--- src/rtl/fpcmp_pkg.sv ---
package fpcmp_pkg;
    localparam int SP_EXP_W  = 8;
    localparam int SP_FRAC_W = 23;
    localparam int DP_EXP_W  = 11;
    localparam int DP_FRAC_W = 52;
    localparam int SP_W      = SP_EXP_W + SP_FRAC_W + 1;
    localparam int DP_W      = DP_EXP_W + DP_FRAC_W + 1;
    localparam int MAG_W     = DP_W - 1;

    typedef enum logic [1:0] {
        CC_EQ = 2'd0,
        CC_LT = 2'd1,
        CC_GT = 2'd2,
        CC_UN = 2'd3
    } cc_e;

    typedef enum logic {
        ST_IDLE = 1'b0,
        ST_DONE = 1'b1
    } state_e;

    typedef struct packed {
        logic             sign;
        logic             nan;
        logic             snan;
        logic             zero;
        logic [MAG_W-1:0] mag;
    } opnd_t;
endpackage

--- src/rtl/fpcmp_classify.sv ---
module fpcmp_classify
    import fpcmp_pkg::*;
#(
    parameter int EXP_W  = 8,
    parameter int FRAC_W = 23
) (
    input  logic [EXP_W+FRAC_W:0] raw,
    output opnd_t                 info
);
    localparam int W = EXP_W + FRAC_W + 1;

    logic [EXP_W-1:0]  exp_f;
    logic [FRAC_W-1:0] frac_f;

    always_comb begin
        exp_f     = raw[W-2:FRAC_W];
        frac_f    = raw[FRAC_W-1:0];
        info.sign = raw[W-1];
        info.nan  = (&exp_f) && (|frac_f);
        info.snan = info.nan && !frac_f[FRAC_W-1];
        info.zero = ~|raw[W-2:0];
        info.mag  = MAG_W'(raw[W-2:0]);
    end
endmodule

--- src/rtl/fpcmp_order.sv ---
module fpcmp_order
    import fpcmp_pkg::*;
(
    input  opnd_t a,
    input  opnd_t b,
    output cc_e   cc
);
    logic mag_lt;
    logic mag_eq;

    always_comb begin
        mag_lt = a.mag < b.mag;
        mag_eq = a.mag == b.mag;
        if (a.nan || b.nan)
            cc = CC_UN;
        else if (a.zero && b.zero)
            cc = CC_EQ;
        else if (a.sign != b.sign)
            cc = a.sign ? CC_LT : CC_GT;
        else if (mag_eq)
            cc = CC_EQ;
        else
            cc = (mag_lt ^ a.sign) ? CC_LT : CC_GT;
    end
endmodule

--- src/rtl/fpcmp_ctrl.sv ---
module fpcmp_ctrl
    import fpcmp_pkg::*;
#(
    parameter int STAT_W = 32,
    parameter int CC_LSB = 10
) (
    input  logic              clk,
    input  logic              rst_n,
    input  logic              start,
    input  cc_e               cc_next,
    input  logic              inv_next,
    input  logic [STAT_W-1:0] status_in,
    output cc_e               cc_q,
    output logic              inv_q,
    output logic [STAT_W-1:0] status_q,
    output logic              done
);
    localparam logic [STAT_W-1:0] CC_MASK = STAT_W'(2'b11) << CC_LSB;

    state_e            state;
    state_e            state_nxt;
    logic [STAT_W-1:0] merged;

    always_ff @(posedge clk) begin
        if (!rst_n)
            state <= ST_IDLE;
        else
            state <= state_nxt;
    end

    always_comb begin
        state_nxt = state;
        unique case (state)
            ST_IDLE: if (start) state_nxt = ST_DONE;
            ST_DONE: state_nxt = start ? ST_DONE : ST_IDLE;
            default: state_nxt = ST_IDLE;
        endcase
    end

    always_comb begin
        merged = (status_in & ~CC_MASK) | (STAT_W'(cc_next) << CC_LSB);
        done   = (state == ST_DONE);
    end

    always_ff @(posedge clk) begin
        if (!rst_n) begin
            cc_q     <= CC_EQ;
            inv_q    <= 1'b0;
            status_q <= '0;
        end else if (start) begin
            cc_q     <= cc_next;
            inv_q    <= inv_next;
            status_q <= merged;
        end
    end

    // done follows start by one cycle
    p_done_follows_start_r2: assert property (@(posedge clk) disable iff (!rst_n)
        start |=> done);
    p_no_spurious_done_r2: assert property (@(posedge clk) disable iff (!rst_n)
        !start |=> !done);
    // results hold when idle
    p_hold_when_idle_r11: assert property (@(posedge clk) disable iff (!rst_n)
        !start |=> ($stable(cc_q) && $stable(inv_q) && $stable(status_q)));
    // only the code field changes in the status word
    p_status_fields_r8: assert property (@(posedge clk) disable iff (!rst_n)
        start |=> ((status_q & ~CC_MASK) == ($past(status_in) & ~CC_MASK)));
endmodule

--- src/rtl/fp_compare_cc.sv ---
module fp_compare_cc
    import fpcmp_pkg::*;
#(
    parameter int STAT_W = 32,
    parameter int CC_LSB = 10
) (
    input  logic              clk,
    input  logic              rst_n,
    input  logic              start,
    input  logic              dbl_sel,
    input  logic              sig_sel,
    input  logic [DP_W-1:0]   op_a,
    input  logic [DP_W-1:0]   op_b,
    input  logic [STAT_W-1:0] status_in,
    output logic [STAT_W-1:0] status_out,
    output logic [1:0]        cc_out,
    output logic              invalid,
    output logic              done
);
    localparam int N_OPS = 2;

    logic [DP_W-1:0] ops [N_OPS];
    opnd_t           sp_info [N_OPS];
    opnd_t           dp_info [N_OPS];
    opnd_t           sel_info [N_OPS];
    cc_e             cc_next;
    cc_e             cc_q;
    logic            inv_next;
    logic            snan_any;

    assign ops[0] = op_a;
    assign ops[1] = op_b;

    for (genvar i = 0; i < N_OPS; i++) begin : g_opnd
        fpcmp_classify #(.EXP_W(SP_EXP_W), .FRAC_W(SP_FRAC_W)) u_sp (
            .raw  (ops[i][SP_W-1:0]),
            .info (sp_info[i])
        );
        fpcmp_classify #(.EXP_W(DP_EXP_W), .FRAC_W(DP_FRAC_W)) u_dp (
            .raw  (ops[i]),
            .info (dp_info[i])
        );
        assign sel_info[i] = dbl_sel ? dp_info[i] : sp_info[i];
    end

    fpcmp_order u_order (
        .a  (sel_info[0]),
        .b  (sel_info[1]),
        .cc (cc_next)
    );

    always_comb begin
        snan_any = sel_info[0].snan || sel_info[1].snan;
        inv_next = (cc_next == CC_UN) && (sig_sel || snan_any);
    end

    fpcmp_ctrl #(.STAT_W(STAT_W), .CC_LSB(CC_LSB)) u_ctrl (
        .clk       (clk),
        .rst_n     (rst_n),
        .start     (start),
        .cc_next   (cc_next),
        .inv_next  (inv_next),
        .status_in (status_in),
        .cc_q      (cc_q),
        .inv_q     (invalid),
        .status_q  (status_out),
        .done      (done)
    );

    assign cc_out = cc_q;

    // invalid only with an unordered code
    p_inv_unordered_r10: assert property (@(posedge clk) disable iff (!rst_n)
        invalid |-> (cc_out == 2'd3));
    // signaling compare flags every unordered result
    p_signaling_flags_r7: assert property (@(posedge clk) disable iff (!rst_n)
        (start && sig_sel && (sel_info[0].nan || sel_info[1].nan)) |=> invalid);
    // quiet compare without a signaling NaN stays clear
    p_quiet_clear_r6: assert property (@(posedge clk) disable iff (!rst_n)
        (start && !sig_sel && !snan_any) |=> !invalid);
    // code field of the status word mirrors the code output
    p_status_code_r8: assert property (@(posedge clk) disable iff (!rst_n)
        done |-> (status_out[CC_LSB+1:CC_LSB] == cc_out));
endmodule

--- config.mk ---
export PLATFORM = sky130hd
export DESIGN_NAME = fp_compare_cc
export DESIGN_NICKNAME = d
export VERILOG_FILES = /design/src/rtl/fpcmp_pkg.sv /design/src/rtl/fpcmp_classify.sv /design/src/rtl/fpcmp_order.sv /design/src/rtl/fpcmp_ctrl.sv /design/src/rtl/fp_compare_cc.sv
export SDC_FILE = /design/constraint.sdc
export NUM_CORES = 1
export LEC_CHECK = 0
export BUFFER_PORTS_ARGS = -buffer_cell sky130_fd_sc_hd__buf_2
export CAP_MARGIN = 20
export CELL_PAD_IN_SITES_DETAIL_PLACEMENT = 0
export CELL_PAD_IN_SITES_GLOBAL_PLACEMENT = 1
export CORE_ASPECT_RATIO = 0.6
export CORE_UTILIZATION = 37
export DETAILED_ROUTE_END_ITERATION = 8
export GPL_TIMING_DRIVEN = 0
export PLACE_DENSITY = 0.79
export SLEW_MARGIN = 20
export SYNTH_ARGS = -nofsm -noshare
export SYNTH_HDL_FRONTEND = slang
export SYNTH_HIERARCHICAL = 1
export SYNTH_SLANG_ARGS = --single-unit
--- constraint.sdc ---
create_clock -name clk -period 3.1 [get_ports clk]
set_clock_uncertainty 0.2 [all_clocks]
set_input_delay 0 -clock clk [delete_from_list [all_inputs] [get_ports clk]]
set_output_delay 0 -clock clk [all_outputs]
set_load 0.05 [all_outputs]
==> run summary <==
The flow ran to the end, but the final reports show violations. The final reports fail on negative setup slack. The sequential standard cell area is 681 um2.

The normalized max-slew margin came out at 61.3%. The analysis attributes to cell leakage a power of 5.18 nW. Global routing consumed, on the met1 layer, 31.5% of the routing resources. The initial utilization of the core area, before any placement, comes to 38.1%. For this run, design rule violations remaining after detail routing come to 0. The synthesized area came out at 0.00731 mm2. The number of antenna violations at the first check in global routing came out at 0. The maximum root-to-sink buffer count came out at 2.

The later-pin clock latency in the skew report came out at 280 ps. The cell count after synthesis came out at 846. The final period utilization is 102%. The layout net count came out at 1,384. The number of design-rule violations left by the first detailed-router iteration came out at 267. 201 I/O pins were placed. The via count came out at 6,200. The via count of the first global-routing pass came out at 5,917.

The top cell types in the final layout, fill and taps aside, are buf_4, buf_2, mux2_2. Leaving out filler cells and counting taps, the final layout contains 1,423. After detailed routing, the total wire length is 20,800 um. The worst setup path is launched from a primary input. The portion of total power attributed to combinational logic is 57.8%. The number of diodes added for antenna fixing came out at 0. The congestion estimate from routability-driven global placement came to 0.846. The largest net degree at the start of global routing came out at 11. The ratio of cells with drive above 1 in the final layout came out at 57.2%. The sum of overflow across all layers after global routing came out at 0.

The clock input transition at the sequential cells of the worst setup and hold paths came out at 50 ps. The area of the core came out at 0.0192 mm2. For this design, the slowest cell found on the critical path is or3_4. The worst hold path belongs to the class in2reg. TritonCTS built the clock tree. The busiest metal layer after global routing is met1. Registers are responsible for 20.8% of the overall power. The floorplan step defined a die boundary enclosing 0.0203 mm2. For this design the ratio of total power to cell area is 235 mW/mm2. The tree is rooted in a clkbuf_16. The Yosys step of the flow raised 6 warnings. The final worst slack came out at -62.3 ps. The detailed placement HPWL is 17,300 um.

The peak ir drop on the vdd network came out at 266 uV. After detailed placement, the design holds a cell count of 1,368. The net switching power figure is 0.803 mW. Traced cell by cell, the critical path runs through buf_16 > buf_12 > buf_12 > buf_8 > mux2_4 > inv_4 > ha_4 > a21oi_2 > o21ai_2 > a221oi_2 > o22ai_2 > or3_4 > or3_4 > o211ai_1 > nand2_1 > nor3_2 > mux2i_1 > nor2b_1. The number of violations of the max-capacitance limit is 0. The routed via count divided by cell count is 4.36.

The stage delay of the slowest cell on the critical path is 380 ps. For met2 alone, demand over resource in global routing was 28.8%. The global-route track usage on met3 is 2.63%. The worst path arrival time came out at 3180 ps.

The time the final worst path needs with I/O delays and setup is 3160 ps. The highest clock frequency the design can meet is 316 MHz. The number of pins with negative max-slew slack in the final report is 0. Setup repair after global routing could not meet its margin everywhere. The area overhead of the layout relative to synthesis is 33.9%.

The worst setup path is captured at a flip-flop. The iteration count of the initial detailed-routing pass is 4. Across all hold checks on the routed design, the worst slack comes to 141 ps.

The library cell used most frequently in the layout, excluding fill and tap cells, is buf_4. The slew at the pin with the worst max-slew slack came out at 575 ps. The clock sink count is 34. The area taken by multi-input logic gates came out at 0.00467 mm2.

Global routing used 20.0% of the available tracks across all layers. The endpoint required time on the critical path is 3110 ps. The count of endpoints failing setup in the final report is 1.

The die is 111 um tall. The wire length of the first global-routing pass came out at 31,700 um. The cell-internal power is 1.50 mW. The number of core rows came out at 39. The switching part of the total power is 34.9%. The critical-path maximum fanout came out at 6. In this run the mean area of a mapped cell was 8.64 um2. The filler cell count in the final layout is 1,869. The level count of the clock H-tree came out at 2. The hold violation total from the final report is 0. The number of buffers inserted during clock tree synthesis came out at 5. Measured along the x axis, the die boundary spans 183 um. The number of port buffers came out at 194.

The number of nets with antenna violations after routing is 0. The clock network burns 21.4% of the power. The post-detailed-route wirelength per cell is 14.6 um. The type of the worst setup path is in2reg.

The setup slack at placement came out at -717 ps.
-- worst max-delay path, delay by kind of cell --
kind / cells / cell delay, ps
AOI/OAI and AO/OA: 5 / 870
adders and majority gates: 1 / 190
buffers and inverters: 5 / 600
muxes: 2 / 400
and+or+nand+nor: 5 / 1100
-- final timing paths --
check,start,end,slack [ps],depth (start not counted)
worst max register to register,u_ctrl/status_q[29]$_SDFFE_PN0P_,u_ctrl/status_q[29]$_SDFFE_PN0P_,1130,4
worst min-delay path,sig_sel,u_ctrl/inv_q$_SDFFE_PN0P_,140,5
worst max-delay path,dbl_sel,u_ctrl/inv_q$_SDFFE_PN0P_,-60,18
worst min register to register,u_ctrl/status_q[18]$_SDFFE_PN0P_,u_ctrl/status_q[18]$_SDFFE_PN0P_,310,2
-- layout make-up --
cell class / instances / share of cell area, %
Tap cell: 266 / 3.40
Sequential cell: 34 / 6.96
Clock buffer: 7 / 1.46
Inverter: 67 / 2.62
Clock inverter: 1 / 0.0512
Buffer: 280 / 22.5
Multi-Input combinational cell: 527 / 47.7
Timing Repair Buffer: 241 / 15.3
-- sequential cells by signal, indices dropped and copies added (netlist names) --
signal,count
u_ctrl/inv_q,1
u_ctrl/status_q,32
u_ctrl/done,1
-- power by group through the flow --
stage | registers [mW] | clock network [mW] | logic (mW)
after floorplan | 0.582 | 0 | 0.769
after global placement | 0.486 | 0 | 1.18
after detailed placement | 0.487 | 0 | 1.19
after CTS | 0.479 | 0.503 | 1.26
after global routing | 0.482 | 0.530 | 1.45
final | 0.479 | 0.493 | 1.33
-- metal layers --
metal,up-vias,share of wire (%)
li1,3281,-
met1,2779,56
met2,124,39
met3,16,4.0
met4,0,0.78
met5,-,0
-- timing repair --
| item | 4_1_cts | 5_1_grt |
|---|---|---|
| hold buffers | 38 | 0 |
| buffers inserted | 3 | 4 |
| endpoints found under the setup margin | 2 | 3 |
| pin swaps | 14 | 14 |
| resized for setup | 21 | 39 |
| endpoints found under the hold margin | 32 | 0 |
| cloned | 0 | 4 |
-- metrics by stage --
| stage | instance area [um2] | setup TNS (ps) | power, mW | utilization, % |
|---|---|---|---|---|
| 4_1_cts | 9500 | -126 | 2.25 | 49.5 |
| 5_1_grt | 9780 | -215 | 2.46 | 51.0 |
| 6_report | 9780 | -62.3 | 2.30 | 51.0 |
| 3_3_place_gp | 8850 | -1210 | 1.66 | 46.1 |
| 2_1_floorplan | 7540 | 0 | 1.35 | - |
| 3_5_place_dp | 8850 | -1290 | 1.68 | 46.1 |
Note: power is estimated with default switching activity, not from simulation.
